### src/rtl/bmdma_pkg.sv
package bmdma_pkg;
  localparam int unsigned DATA_W = 32;
  localparam int unsigned ADDR_W = 3;
  localparam int unsigned NBYTES = DATA_W / 8;

  localparam logic [ADDR_W-1:0] OFF_CMD  = 3'd0;
  localparam logic [ADDR_W-1:0] OFF_STAT = 3'd2;

  localparam logic [7:0] CMD_KEEP = 8'h09;

  localparam int unsigned ST_ACT = 0;
  localparam int unsigned ST_ERR = 1;
  localparam int unsigned ST_INT = 2;

  typedef enum logic [1:0] {
    SZ_BYTE = 2'd0,
    SZ_HALF = 2'd1,
    SZ_WORD = 2'd2,
    SZ_WALT = 2'd3
  } acc_size_e;

  function automatic logic [NBYTES-1:0] size_lanes(input logic [1:0] sz);
    case (acc_size_e'(sz))
      SZ_BYTE: size_lanes = NBYTES'(4'b0001);
      SZ_HALF: size_lanes = NBYTES'(4'b0011);
      default: size_lanes = '1;
    endcase
  endfunction

  function automatic logic [DATA_W-1:0] size_mask(input logic [1:0] sz);
    logic [NBYTES-1:0] ln;
    ln = size_lanes(sz);
    for (int b = 0; b < int'(NBYTES); b++) size_mask[8*b +: 8] = {8{ln[b]}};
  endfunction
endpackage

### src/rtl/bmdma_base_reg.sv
module bmdma_base_reg
  import bmdma_pkg::*;
#(
  parameter int unsigned W     = DATA_W,
  parameter int unsigned ALIGN = 2
) (
  input  logic          clk_i,
  input  logic          rst_ni,
  input  logic          wr_i,
  input  logic [1:0]    off_i,
  input  logic [1:0]    size_i,
  input  logic [W-1:0]  wdata_i,
  output logic [W-1:0]  base_o,
  output logic [W-1:0]  rdata_o
);
  localparam int unsigned NB = W / 8;

  logic [W-1:0]  base_q, base_d, shifted;
  logic [NB-1:0] lane_en;

  always_comb begin
    shifted = wdata_i << (8 * off_i);
    lane_en = size_lanes(size_i) << off_i;  // lanes past the top are dropped
    base_d  = base_q;
    for (int b = 0; b < int'(NB); b++)
      if (lane_en[b]) base_d[8*b +: 8] = shifted[8*b +: 8];
    base_d[ALIGN-1:0] = '0;
  end

  always_ff @(posedge clk_i or negedge rst_ni)
    if (!rst_ni)   base_q <= '0;
    else if (wr_i) base_q <= base_d;

  assign base_o  = base_q;
  assign rdata_o = (base_q >> (8 * off_i)) & size_mask(size_i);

  p_base_hold_r6: assert property (@(posedge clk_i) disable iff (!rst_ni)
    !wr_i |=> $stable(base_q));
  p_base_align_r6: assert property (@(posedge clk_i) disable iff (!rst_ni)
    base_o[ALIGN-1:0] == '0);
endmodule

### src/rtl/bmdma_cmd_ctl.sv
module bmdma_cmd_ctl
  import bmdma_pkg::*;
#(
  parameter int unsigned W = DATA_W
) (
  input  logic         clk_i,
  input  logic         rst_ni,
  input  logic         wr_i,
  input  logic [7:0]   wbyte_i,
  input  logic [W-1:0] base_i,
  output logic [7:0]   cmd_o,
  output logic         active_o,
  output logic         begin_o,
  output logic         cancel_o,
  output logic         load_o,
  output logic [W-1:0] ptr_o
);
  logic [7:0]   cmd_q;
  logic         act_q, beg_q, can_q, ld_q;
  logic [W-1:0] ptr_q;

  always_ff @(posedge clk_i or negedge rst_ni) begin
    if (!rst_ni) begin
      cmd_q <= '0;
      act_q <= 1'b0;
      beg_q <= 1'b0;
      can_q <= 1'b0;
      ld_q  <= 1'b0;
      ptr_q <= '0;
    end else begin
      beg_q <= 1'b0;
      can_q <= 1'b0;
      ld_q  <= 1'b0;
      if (wr_i) begin
        cmd_q <= wbyte_i & CMD_KEEP;
        if (wbyte_i[0] != cmd_q[0]) begin
          if (!wbyte_i[0]) begin
            can_q <= 1'b1;
            act_q <= 1'b0;
          end else begin
            ptr_q <= base_i;
            ld_q  <= 1'b1;
            if (!act_q) begin
              act_q <= 1'b1;
              beg_q <= 1'b1;
            end
          end
        end
      end
    end
  end

  assign cmd_o    = cmd_q;
  assign active_o = act_q;
  assign begin_o  = beg_q;
  assign cancel_o = can_q;
  assign load_o   = ld_q;
  assign ptr_o    = ptr_q;

  p_begin_active_r3: assert property (@(posedge clk_i) disable iff (!rst_ni)
    begin_o |-> active_o && cmd_o[0]);
  p_load_on_rise_r3: assert property (@(posedge clk_i) disable iff (!rst_ni)
    load_o |-> $rose(cmd_o[0]));
  p_no_pulse_same_r4: assert property (@(posedge clk_i) disable iff (!rst_ni)
    $stable(cmd_o[0]) |-> !begin_o && !cancel_o && !load_o);
  p_cancel_idle_r5: assert property (@(posedge clk_i) disable iff (!rst_ni)
    cancel_o |-> !active_o && !cmd_o[0]);
  p_ptr_hold_r4: assert property (@(posedge clk_i) disable iff (!rst_ni)
    !load_o |-> $stable(ptr_o));
endmodule

### src/rtl/bmdma_irq_stat.sv
module bmdma_irq_stat (
  input  logic       clk_i,
  input  logic       rst_ni,
  input  logic       drv_irq_i,
  input  logic       err_i,
  input  logic       clr_err_i,
  input  logic       clr_int_i,
  output logic       int_o,
  output logic       err_o,
  output logic       irq_o
);
  logic irq_d, int_q, err_q, irq_rise;

  assign irq_rise = drv_irq_i && !irq_d;

  always_ff @(posedge clk_i or negedge rst_ni) begin
    if (!rst_ni) begin
      irq_d <= 1'b0;
      int_q <= 1'b0;
      err_q <= 1'b0;
    end else begin
      irq_d <= drv_irq_i;
      int_q <= (int_q && !clr_int_i) || irq_rise;  // set beats clear
      err_q <= (err_q && !clr_err_i) || err_i;
    end
  end

  assign int_o = int_q;
  assign err_o = err_q;
  assign irq_o = drv_irq_i;

  p_int_on_rise_r8: assert property (@(posedge clk_i) disable iff (!rst_ni)
    irq_rise |=> int_o);
  p_int_fall_keep_r8: assert property (@(posedge clk_i) disable iff (!rst_ni)
    (!drv_irq_i && !clr_int_i) |=> int_o == $past(int_o));
  p_err_set_r9: assert property (@(posedge clk_i) disable iff (!rst_ni)
    err_i |=> err_o);
  p_err_clear_r9: assert property (@(posedge clk_i) disable iff (!rst_ni)
    (clr_err_i && !err_i) |=> !err_o);
endmodule

### src/rtl/bmdma_regs.sv
module bmdma_regs
  import bmdma_pkg::*;
(
  input  logic              clk_i,
  input  logic              rst_ni,
  input  logic              reg_wr_i,
  input  logic [ADDR_W-1:0] reg_addr_i,
  input  logic [1:0]        reg_size_i,
  input  logic [DATA_W-1:0] reg_wdata_i,
  output logic [DATA_W-1:0] reg_rdata_o,
  input  logic              drv_irq_i,
  output logic              host_irq_o,
  input  logic              eng_err_i,
  output logic              eng_begin_o,
  output logic              eng_cancel_o,
  output logic              eng_ptr_load_o,
  output logic [DATA_W-1:0] eng_ptr_o
);
  logic              hit_cmd, hit_stat, hit_base, in_base;
  logic [DATA_W-1:0] base_w, base_rd;
  logic [7:0]        cmd_w, stat_w;
  logic              act_w, int_w, err_w;

  assign in_base  = reg_addr_i[ADDR_W-1];
  assign hit_cmd  = reg_wr_i && reg_addr_i == OFF_CMD;
  assign hit_stat = reg_wr_i && reg_addr_i == OFF_STAT;
  assign hit_base = reg_wr_i && in_base;

  bmdma_base_reg #(.W(DATA_W)) u_base (
    .clk_i   (clk_i),
    .rst_ni  (rst_ni),
    .wr_i    (hit_base),
    .off_i   (reg_addr_i[1:0]),
    .size_i  (reg_size_i),
    .wdata_i (reg_wdata_i),
    .base_o  (base_w),
    .rdata_o (base_rd)
  );

  bmdma_cmd_ctl #(.W(DATA_W)) u_cmd (
    .clk_i    (clk_i),
    .rst_ni   (rst_ni),
    .wr_i     (hit_cmd),
    .wbyte_i  (reg_wdata_i[7:0]),
    .base_i   (base_w),
    .cmd_o    (cmd_w),
    .active_o (act_w),
    .begin_o  (eng_begin_o),
    .cancel_o (eng_cancel_o),
    .load_o   (eng_ptr_load_o),
    .ptr_o    (eng_ptr_o)
  );

  bmdma_irq_stat u_irq (
    .clk_i     (clk_i),
    .rst_ni    (rst_ni),
    .drv_irq_i (drv_irq_i),
    .err_i     (eng_err_i),
    .clr_err_i (hit_stat && reg_wdata_i[ST_ERR]),
    .clr_int_i (hit_stat && reg_wdata_i[ST_INT]),
    .int_o     (int_w),
    .err_o     (err_w),
    .irq_o     (host_irq_o)
  );

  always_comb begin
    stat_w         = '0;
    stat_w[ST_ACT] = act_w;
    stat_w[ST_ERR] = err_w;
    stat_w[ST_INT] = int_w;
  end

  always_comb begin
    if (in_base)                     reg_rdata_o = base_rd;
    else if (reg_addr_i == OFF_CMD)  reg_rdata_o = DATA_W'(cmd_w);
    else if (reg_addr_i == OFF_STAT) reg_rdata_o = DATA_W'(stat_w);
    else                             reg_rdata_o = '0;
  end

  p_cmd_bits_r2: assert property (@(posedge clk_i) disable iff (!rst_ni)
    hit_cmd |=> (cmd_w == ($past(reg_wdata_i[7:0]) & CMD_KEEP)));
  p_stat_act_ro_r9: assert property (@(posedge clk_i) disable iff (!rst_ni)
    (hit_stat && !hit_cmd) |=> $stable(act_w));
endmodule

### config.mk
export PLATFORM = sky130hd
export DESIGN_NAME = bmdma_regs
export DESIGN_NICKNAME = d
export VERILOG_FILES = /design/src/rtl/bmdma_pkg.sv /design/src/rtl/bmdma_base_reg.sv /design/src/rtl/bmdma_cmd_ctl.sv /design/src/rtl/bmdma_irq_stat.sv /design/src/rtl/bmdma_regs.sv
export SDC_FILE = /design/constraint.sdc
export NUM_CORES = 1
export LEC_CHECK = 0
export ABC_AREA = 1
export BUFFER_PORTS_ARGS = -buffer_cell sky130_fd_sc_hd__clkbuf_2
export CAP_MARGIN = 20
export CORE_MARGIN = 3
export CORE_UTILIZATION = 38
export CTS_CLUSTER_SIZE = 14
export DETAILED_ROUTE_END_ITERATION = 10
export PLACE_DENSITY_LB_ADDON = 0.05
export SYNTH_ARGS = -nofsm -noshare
export SYNTH_HDL_FRONTEND = slang
export SYNTH_SLANG_ARGS = --single-unit
### constraint.sdc
create_clock -name clk_i -period 1.8 [get_ports clk_i]
set_input_delay 0.18 -clock clk_i [delete_from_list [all_inputs] [get_ports clk_i]]
set_output_delay 0.18 -clock clk_i [all_outputs]
set_load 0.05 [all_outputs]
==> results of run 1 <==
-- worst max-delay path by stage --
stage | depth (start not counted) | slack (ns) | to
floorplan | 7 | 0.007 | reg_rdata_o[4]
global placement | 6 | 0.14 | reg_rdata_o[26]
detailed placement | 6 | 0.11 | reg_rdata_o[26]
CTS | 5 | 0.004 | reg_rdata_o[4]
global route | 5 | 0.0009 | reg_rdata_o[5]
finish | 5 | 0.1 | reg_rdata_o[7]
-- cells in the final DEF (no fill, tap or decap), types with 8 or more instances in the layout --
cell type / n
nand3_1: 58
nor2_1: 18
nand2_1: 274
buf_12: 30
o211ai_1: 8
clkbuf_2: 77
inv_1: 60
clkbuf_8: 9
o21ai_1: 11
o21bai_1: 30
dfrtp_1: 69
buf_4: 15
-- worst max-delay path, delay by kind of cell, from the launching register on --
| kind | cells | cell delay (ns) |
|---|---|---|
| buf+inv | 2 | 0.26 |
| compound gates | 2 | 0.39 |
| simple gates | 1 | 0.13 |
| flops | 1 | 0.40 |
-- power by group --
group	switching [mW]	internal (mW)	leakage (nW)
Sequential	0.293	1.93	0.845
Combinational	1.83	0.755	1.99
Clock	0.612	0.780	0.101
-- metal layers --
metal	share of wire (%)	vias up	wire (µm)
li1	-	2070	-
met1	46	1929	6200
met2	45	131	6070
met3	6.5	14	872
met4	1.6	0	220
met5	0	-	0
-- flip-flops by register name, indices dropped and copies added (netlist names) --
register / count
u_irq.int_o: 1
u_irq.err_o: 1
u_cmd.begin_o: 1
u_cmd.load_o: 1
u_cmd.ptr_o: 30
u_base.base_o: 30
u_cmd.cancel_o: 1
u_cmd.active_o: 1
u_irq.irq_d: 1
u_cmd.cmd_o: 2
-- repair_timing --
action                                  CTS  global route
hold buffers                              2             0
endpoints found under the setup margin    2             8
endpoints found under the hold margin    22             0
gates resized for setup                   2            10
-- cells by family (layout without fill, tap and decap cells) --
family / count (synthesis) / after routing / share of synthesized area [%]
other: 1 / 2 / 0.0899
buffers and inverters: 97 / 209 / 10.5
AOI/OAI and AO/OA: 63 / 63 / 10.1
and+or+nand+nor: 366 / 366 / 37.3
DFF: 69 / 69 / 41.4
adders and majority gates: 2 / 2 / 0.600
-- layout make-up --
| class | count | area (µm²) | share of cell area (%) |
|---|---|---|---|
| inverters | 66 | 263 | 4.74 |
| repair buffers | 127 | 1140 | 20.5 |
| flip-flops and latches | 69 | 1730 | 31.1 |
| clock buffers | 12 | 135 | 2.44 |
| multi-input cells | 433 | 2040 | 36.8 |
| clock inverters | 4 | 72.6 | 1.31 |
| well taps | 136 | 170 | 3.07 |
==> out/metrics.csv, run 1 <==
metric,value,unit
status,"complete, no violations",
relative slew slack,63.8,%
die area,0.0123,mm²
Clock Path Buffers,2,
Post-synth top cells,"nand2_1, dfrtp_1, inv_1, nand3_1, o21bai_1",
FF-to-FF path depth,6,
GRT Max-Usage Layer,met2,
vias in the first global route,4148,
Worst-path clk slew,0.08,ns
leakage power,2.93,nW
Site Rows,37,
GPL Wtd Cong,0.933,
setup TNS,0,ns
kind of critical path,reg -> out,
hold path start,eng_err_i,
Min-Delay Path Class,in -> reg,
Clock Sinks,69,
CP Cell Sequence,inv_1 -> o21ai_1 -> nand2_1 -> a21oi_4 -> buf_12,
Final min period,1.70,ns
share of cells above drive strength 1,23.5,%
CP Capture Type,primary output,
Seq cells post-synth,69,
Max IR drop VDD,501,µV
n_diodes,0,
CP arrival,1.52,ns
Ports,110,
height of the die,111,µm
Crit Path Max Fanout,3,
H-Tree Depth,3,
Die Width,111,µm
total core area,0.0105,mm²
Synth area leader,dfrtp_1,
RR Endpoint,u_cmd.ptr_o[22],
drt first pass iters,4,
final setup margin,0.0981,ns
Cells after Synth,598,
DP Worst Slack,0.109,ns
Tcrit/Tclk final,94.5,%
RSZ-0062 raised after global routing,no,
met1 GRT Util,32.4,%
filler instances,1074,
Placed Cells,829,
"Clk Latency, worst-skew pair",0.35,ns
worst slew pin tran,0.543,ns
Final HPWL DP,10400,µm
"top cells by area, synth","dfrtp_1, nand2_1, nand3_1",
first-pass GRT wire length,22000,µm
met3 Use GR,4.15,%
CTS buffer count,9,
# Post-CTS Setup Buffers,0,
reg2reg start,u_cmd.cmd_o[0],
"Hold Vio Cnt, Final",0,
Design Power,6.20,mW
Synth cell types,28,
Synth async-reset ratio,100,%
Post-DP Area,0.00530,mm²
Syn Std Cell Area,0.00417,mm²
P per Cell Area,1120,mW/mm²
Max Clock Skew,0.00664,ns
Slowest cell on crit path,dfrtp_1,
nets,750,
WHS,0.00786,ns
Critical Path Source,u_base.base_o[31],
fin util,52.8,%
Synth top area share,41.4,%
Via density,4.89,
initial antenna violation count,0,
Starting Density,39.7,%
final max-slew violation count,0,
grt met2 use,34.3,%
largest net degree at the start of global routing,35,
DRC,0,
setup violators final,0,
sequential fraction of the synthesis area,41.4,%
final WL,13400,µm
root buffer cell,clkbuf_8,
Max-Cap Viols,0,
startpoint types,flip-flop,
ys flop type,dfrtp_1,
R2R setup slack,0.20,ns
1st-iter DRT viols,252,
fin area,0.00554,mm²
routed length per instance,15.8,µm
IO Port Bufs,107,
synth-to-layout area growth,32.9,%
Finished Layout Cells,847,
Synth warnings,0,
Total Routing Usage GR,22.6,%
Max Freq,588,MHz
Critical Path RT,1.62,ns
Post-synth EDFFs,0,
hold endpoint,u_irq.err_o,
most common cell in the netlist,nand2_1,
syn_area_per_cell,6.98,µm²
routed vias,4144,
remaining antenna violation count after routing,0,
"slowest stage delay, CP",0.40,ns
CTS tree,built,
GR Overflow Total,0,
Hold Crit Depth,3,
Power figures use the tool's default switching activity.
==> inputs of run 2 (changes only) <==
CAP_MARGIN = default   (was 20)
CORE_ASPECT_RATIO = 1.2   (was default)
==> run 2 against run 1 <==
Net effect:
- design area is 2.4% higher
- combinational power grew 3%
- count of clock-buffer cells in the layout grew 1
- critical path depth increased by 1
- sequential share of layout area fell by 0.74 points
- non-clock buffer count is 5 higher
- fmax decreased by 0.76%
- clock power increased by 19%
- flip-flop and latch count is the same
- die area is essentially flat
- critical path type unchanged
- critical endpoint is now reg_rdata_o[5]
==> out/metrics.csv, run 2 (synthesized netlist as in run 1, its figures left out) <==
metric,value,unit
height of the die,121,µm
worst slew pin tran,0.610,ns
drt first pass iters,4,
H-Tree Depth,3,
"Clk Latency, worst-skew pair",0.33,ns
routed vias,4179,
root buffer cell,clkbuf_16,
Design Power,6.55,mW
first-pass GRT wire length,22200,µm
Total Routing Usage GR,23.8,%
vias in the first global route,4013,
Ports,110,
Max IR drop VDD,461,µV
Crit Path Max Fanout,3,
share of cells above drive strength 1,24.2,%
"most common cell after layout, fill and taps aside",nand2_1,
Slowest cell on crit path,dfrtp_1,
Clock Path Buffers,2,
final max-slew violation count,0,
Tcrit/Tclk final,95.3,%
Via density,4.95,
Max-Cap Viols,0,
largest net degree at the start of global routing,35,
Finished Layout Cells,845,
Final HPWL DP,10900,µm
nets,755,
setup TNS,0,ns
CP Cell Sequence,inv_1 -> o21ai_0 -> buf_4 -> nand2_1 -> a21oi_2 -> buf_12,
Placed Cells,825,
IO Port Bufs,107,
startpoint types,flip-flop,
final WL,13900,µm
CP Capture Type,primary output,
Final min period,1.71,ns
Starting Density,39.3,%
GPL Wtd Cong,0.943,
Max Clock Skew,0.00620,ns
Worst-path clk slew,0.06,ns
filler instances,1083,
P per Cell Area,1150,mW/mm²
CTS buffer count,9,
Site Rows,41,
initial antenna violation count,0,
status,"complete, no violations",
"slowest stage delay, CP",0.38,ns
RSZ-0062 raised after global routing,no,
leakage power,3.00,nW
fin area,0.00568,mm²
Die Width,102,µm
hold path start,eng_err_i,
CP arrival,1.53,ns
relative slew slack,59.3,%
reg2reg start,u_cmd.cmd_o[0],
Critical Path Source,u_base.base_o[29],
kind of critical path,reg -> out,
CTS tree,built,
setup violators final,0,
Post-DP Area,0.00536,mm²
DRC,0,
1st-iter DRT viols,242,
routed length per instance,16.5,µm
Clock Sinks,69,
die area,0.0123,mm²
Max Freq,583,MHz
Min-Delay Path Class,in -> reg,
Critical Path RT,1.62,ns
WHS,0.0293,ns
R2R setup slack,0.30,ns
"Hold Vio Cnt, Final",0,
"commonest cells after routing, fill and taps aside","nand2_1, clkbuf_2, dfrtp_1, inv_1, nand3_1",
total core area,0.0106,mm²
GR Overflow Total,0,
n_diodes,0,
synth-to-layout area growth,36.1,%
remaining antenna violation count after routing,0,
[run 2: final cells by class]
class                   instances  area, µm²  area share [%]
multi-input cells             433       2030            35.7
inverters                      66        263            4.63
clock inverters                 3       20.0           0.353
repair buffers                132       1220            21.5
flip-flops and latches         69       1730            30.4
well taps                     129        161            2.84
clock buffers                  13        260            4.58
[run 2: metrics by stage]
stage	util (%)	setup slack (ns)
after detailed placement	50.4	0.179
after global routing	53.5	0.00454
after floorplan	-	0.00724
after CTS	53.3	0.0136
after global placement	50.4	0.209
final	53.5	0.0851
[run 2: worst paths after layout]
path                                   end  cells after the start
max                         reg_rdata_o[5]                      6
min                            u_irq.err_o                      3
max reg2reg                 u_cmd.ptr_o[3]                      6
min reg2reg                    u_irq.int_o                      1
max in group asynchronous  u_cmd.ptr_o[14]                      3
min in group asynchronous   u_cmd.ptr_o[6]                      2
[run 2: worst max-delay path: cells and delay by family (launching register included)]
kind	cells	cell delay [ns]
AOI/OAI and AO/OA	2	0.35
and+or+nand+nor	1	0.06
buffers and inverters	3	0.40
DFF	1	0.38
[run 2: routing by layer]
layer	GRT usage [%]	share of wire, %	up-vias
li1	-	-	2083
met1	33.5	45	1947
met2	36.5	47	127
met4	8.89	2.7	0
met3	4.21	5.1	22
met5	0	0	-
[run 2: where the power goes]
group	leakage, nW	switching (mW)	internal, mW
clock network	0.132	0.650	1.01
logic	2.02	1.85	0.796
registers	0.845	0.310	1.94
[run 2: repair_timing]
action                                 CTS  global route
setup endpoints to repair                2             4
endpoints found under the hold margin   23             0
hold buffers                             2             0
setup buffers                            0             2
pin swaps                                0             0
resized for setup                        2             5
==> inputs of run 3 (changes only) <==
ABC_AREA = default   (was 1)
CORE_UTILIZATION = 30   (was 38)
SYNTH_HIERARCHICAL = 1   (was default)
==> run 3 against run 2 <==
Net effect:
- area after synthesis up 3.4%
- fmax is 3.3% lower
- critical path depth decreased by 1
- routed wire length down 9.3%
- design area increased by 4.4%
- register-to-register slack lost 0.12 ns
- flip-flop and latch count grew 2
- setup slack worse by 0.058 ns
- via count is 24% lower
- sequential share of layout area shrank 0.28 points
- first-iteration DRC count is 39% lower
- critical path type unchanged
- critical endpoint is now reg_rdata_o[3]
- largest power group unchanged
==> out/metrics.csv, run 3 <==
metric,value,unit
"top cells by area, synth","dfrtp_1, mux2_4, mux2_2",
vias in the first global route,3412,
CP arrival,1.59,ns
Tcrit/Tclk final,98.5,%
Max IR drop VDD,439,µV
H-Tree Depth,3,
share of cells above drive strength 1,53.9,%
n_diodes,0,
Placed Cells,644,
Syn Std Cell Area,0.00431,mm²
CP Capture Type,primary output,
Post-DP Area,0.00537,mm²
final WL,12600,µm
1st-iter DRT viols,147,
leakage power,3.00,nW
Synth top area share,41.2,%
GR Overflow Total,0,
Starting Density,30.9,%
total core area,0.0139,mm²
Synth async-reset ratio,100,%
P per Cell Area,1170,mW/mm²
Worst-path clk slew,0.06,ns
FF-to-FF path depth,4,
Site Rows,47,
Synth area leader,dfrtp_1,
routed length per instance,18.7,µm
Design Power,6.95,mW
RSZ-0062 raised after global routing,yes,
nets,544,
Hold Crit Depth,2,
Max Clock Skew,0.00513,ns
first-pass GRT wire length,19900,µm
status,"complete, no violations",
"Clk Latency, worst-skew pair",0.34,ns
IO Port Bufs,109,
Total Routing Usage GR,16.8,%
Max Freq,564,MHz
Post-synth EDFFs,0,
"Hold Vio Cnt, Final",0,
Die Width,115,µm
Synth cell types,35,
final max-slew violation count,0,
Post-synth top cells,"dfrtp_1, mux2_2, mux2i_1, mux2_4, and2_1",
Clock Path Buffers,2,
Cells after Synth,363,
Seq cells post-synth,71,
"most common cell after layout, fill and taps aside",clkbuf_2,
DRC,0,
Finished Layout Cells,676,
Final min period,1.77,ns
"commonest cells after routing, fill and taps aside","clkbuf_2, dfrtp_1, mux2_4, mux2i_1",
height of the die,137,µm
max FFs per register,32,
Clock Sinks,71,
most common cell in the netlist,dfrtp_1,
setup violators final,0,
syn_area_per_cell,11.9,µm²
sequential fraction of the synthesis area,41.2,%
ys flop type,dfrtp_1,
drt first pass iters,4,
Crit Path Max Fanout,2,
largest net degree at the start of global routing,36,
CTS buffer count,9,
root buffer cell,clkbuf_16,
routed vias,3178,
Ports,110,
Min-Delay Path Class,in -> reg,
fin area,0.00593,mm²
CTS tree,built,
Synth warnings,6,
initial antenna violation count,0,
synth-to-layout area growth,37.5,%
die area,0.0159,mm²
startpoint types,flip-flop,
GPL Wtd Cong,0.749,
Via density,4.70,
Max-Cap Viols,0,
remaining antenna violation count after routing,0,
Final HPWL DP,9520,µm
Critical Path RT,1.62,ns
kind of critical path,reg -> out,
-- run 3: changes by cell type after synthesis, moves of 6 or more --
| cell | delta |
|---|---|
| inv_1 | -54 |
| mux2i_1 | +41 |
| mux2_2 | +43 |
| buf_4 | +8 |
| o211ai_1 | -8 |
| o2bb2ai_1 | +8 |
| a22o_1 | +7 |
| and2_1 | +35 |
| mux2_4 | +36 |
| nand3_1 | -58 |
| nor2b_1 | +6 |
| o21bai_1 | -30 |
| nand2_1 | -251 |
| clkbuf_1 | -9 |
-- run 3: path summary, 6_finish.rpt --
| path | startpoint | to | slack, ns |
|---|---|---|---|
| setup / recovery | u_base/base_o[27] | reg_rdata_o[3] | 0.03 |
| hold / removal | eng_err_i | u_irq/err_o | 0.02 |
| setup reg to reg | u_cmd/cmd_o[0] | u_cmd/ptr_o[20] | 0.18 |
| hold reg to reg | u_irq/irq_d | u_irq/int_o | 0.43 |
| max in group asynchronous | rst_ni | u_base/base_o[14] | 0.93 |
| min in group asynchronous | rst_ni | u_cmd/ptr_o[29] | 0.27 |
-- run 3: repair_timing --
action / in CTS / in global routing
setup buffers: 11 / 3
hold buffers: 2 / 0
pin swaps: 6 / 7
hold endpoints to repair: 19 / 0
endpoints found under the setup margin: 12 / 12
resized for setup: 26 / 29
-- run 3: logic make-up after synthesis --
logic type | after synthesis | share of synthesized area [%]
and+or+nand+nor | 90 | 11.9
adders and majority gates | 2 | 0.580
other | 2 | 0.174
buffers and inverters | 38 | 6.09
muxes | 120 | 33.3
DFF | 71 | 41.2
AOI/OAI and AO/OA | 40 | 6.76
-- run 3: routing by layer --
metal	GRT usage, %	vias to the layer above	routed length (µm)
met5	0	-	0
li1	-	1525	-
met3	2.59	11	477
met2	25.5	78	5780
met4	6.46	0	198
met1	24.0	1564	6190
-- run 3: final cells by class --
type                    count  area, µm²
flip-flops and latches     71       1790
fillers                  1361       8010
clock buffers              14        274
repair buffers            151       1250
inverters                   7       26.3
clock inverters             2       13.8
multi-input cells         260       2360
well taps                 171        214
-- run 3: stage by stage --
stage	setup WS (ns)	util [%]	setup TNS (ns)	hold slack, ns
final	0.0272	42.5	0	0.0157
after global routing	-0.0232	42.5	-0.0893	0.0147
after CTS	0.00274	41.9	0	0.000606
after detailed placement	0.0268	38.5	0	0.0902
after global placement	0.0350	38.5	0	0.0865
after floorplan	0.102	-	0	-0.116
-- run 3: critical path, cell delays in order, from the launching register on --
cell	delay (ns)
dfrtp_1	0.42
mux2_4	0.29
nand2_2	0.06
o21ai_1	0.06
a22o_1	0.26
buf_8	0.16
-- run 3: report_power, final --
part | switching [mW] | internal (mW)
logic | 1.72 | 1.18
registers | 0.326 | 2.01
clock network | 0.668 | 1.05
total | 2.71 | 4.24
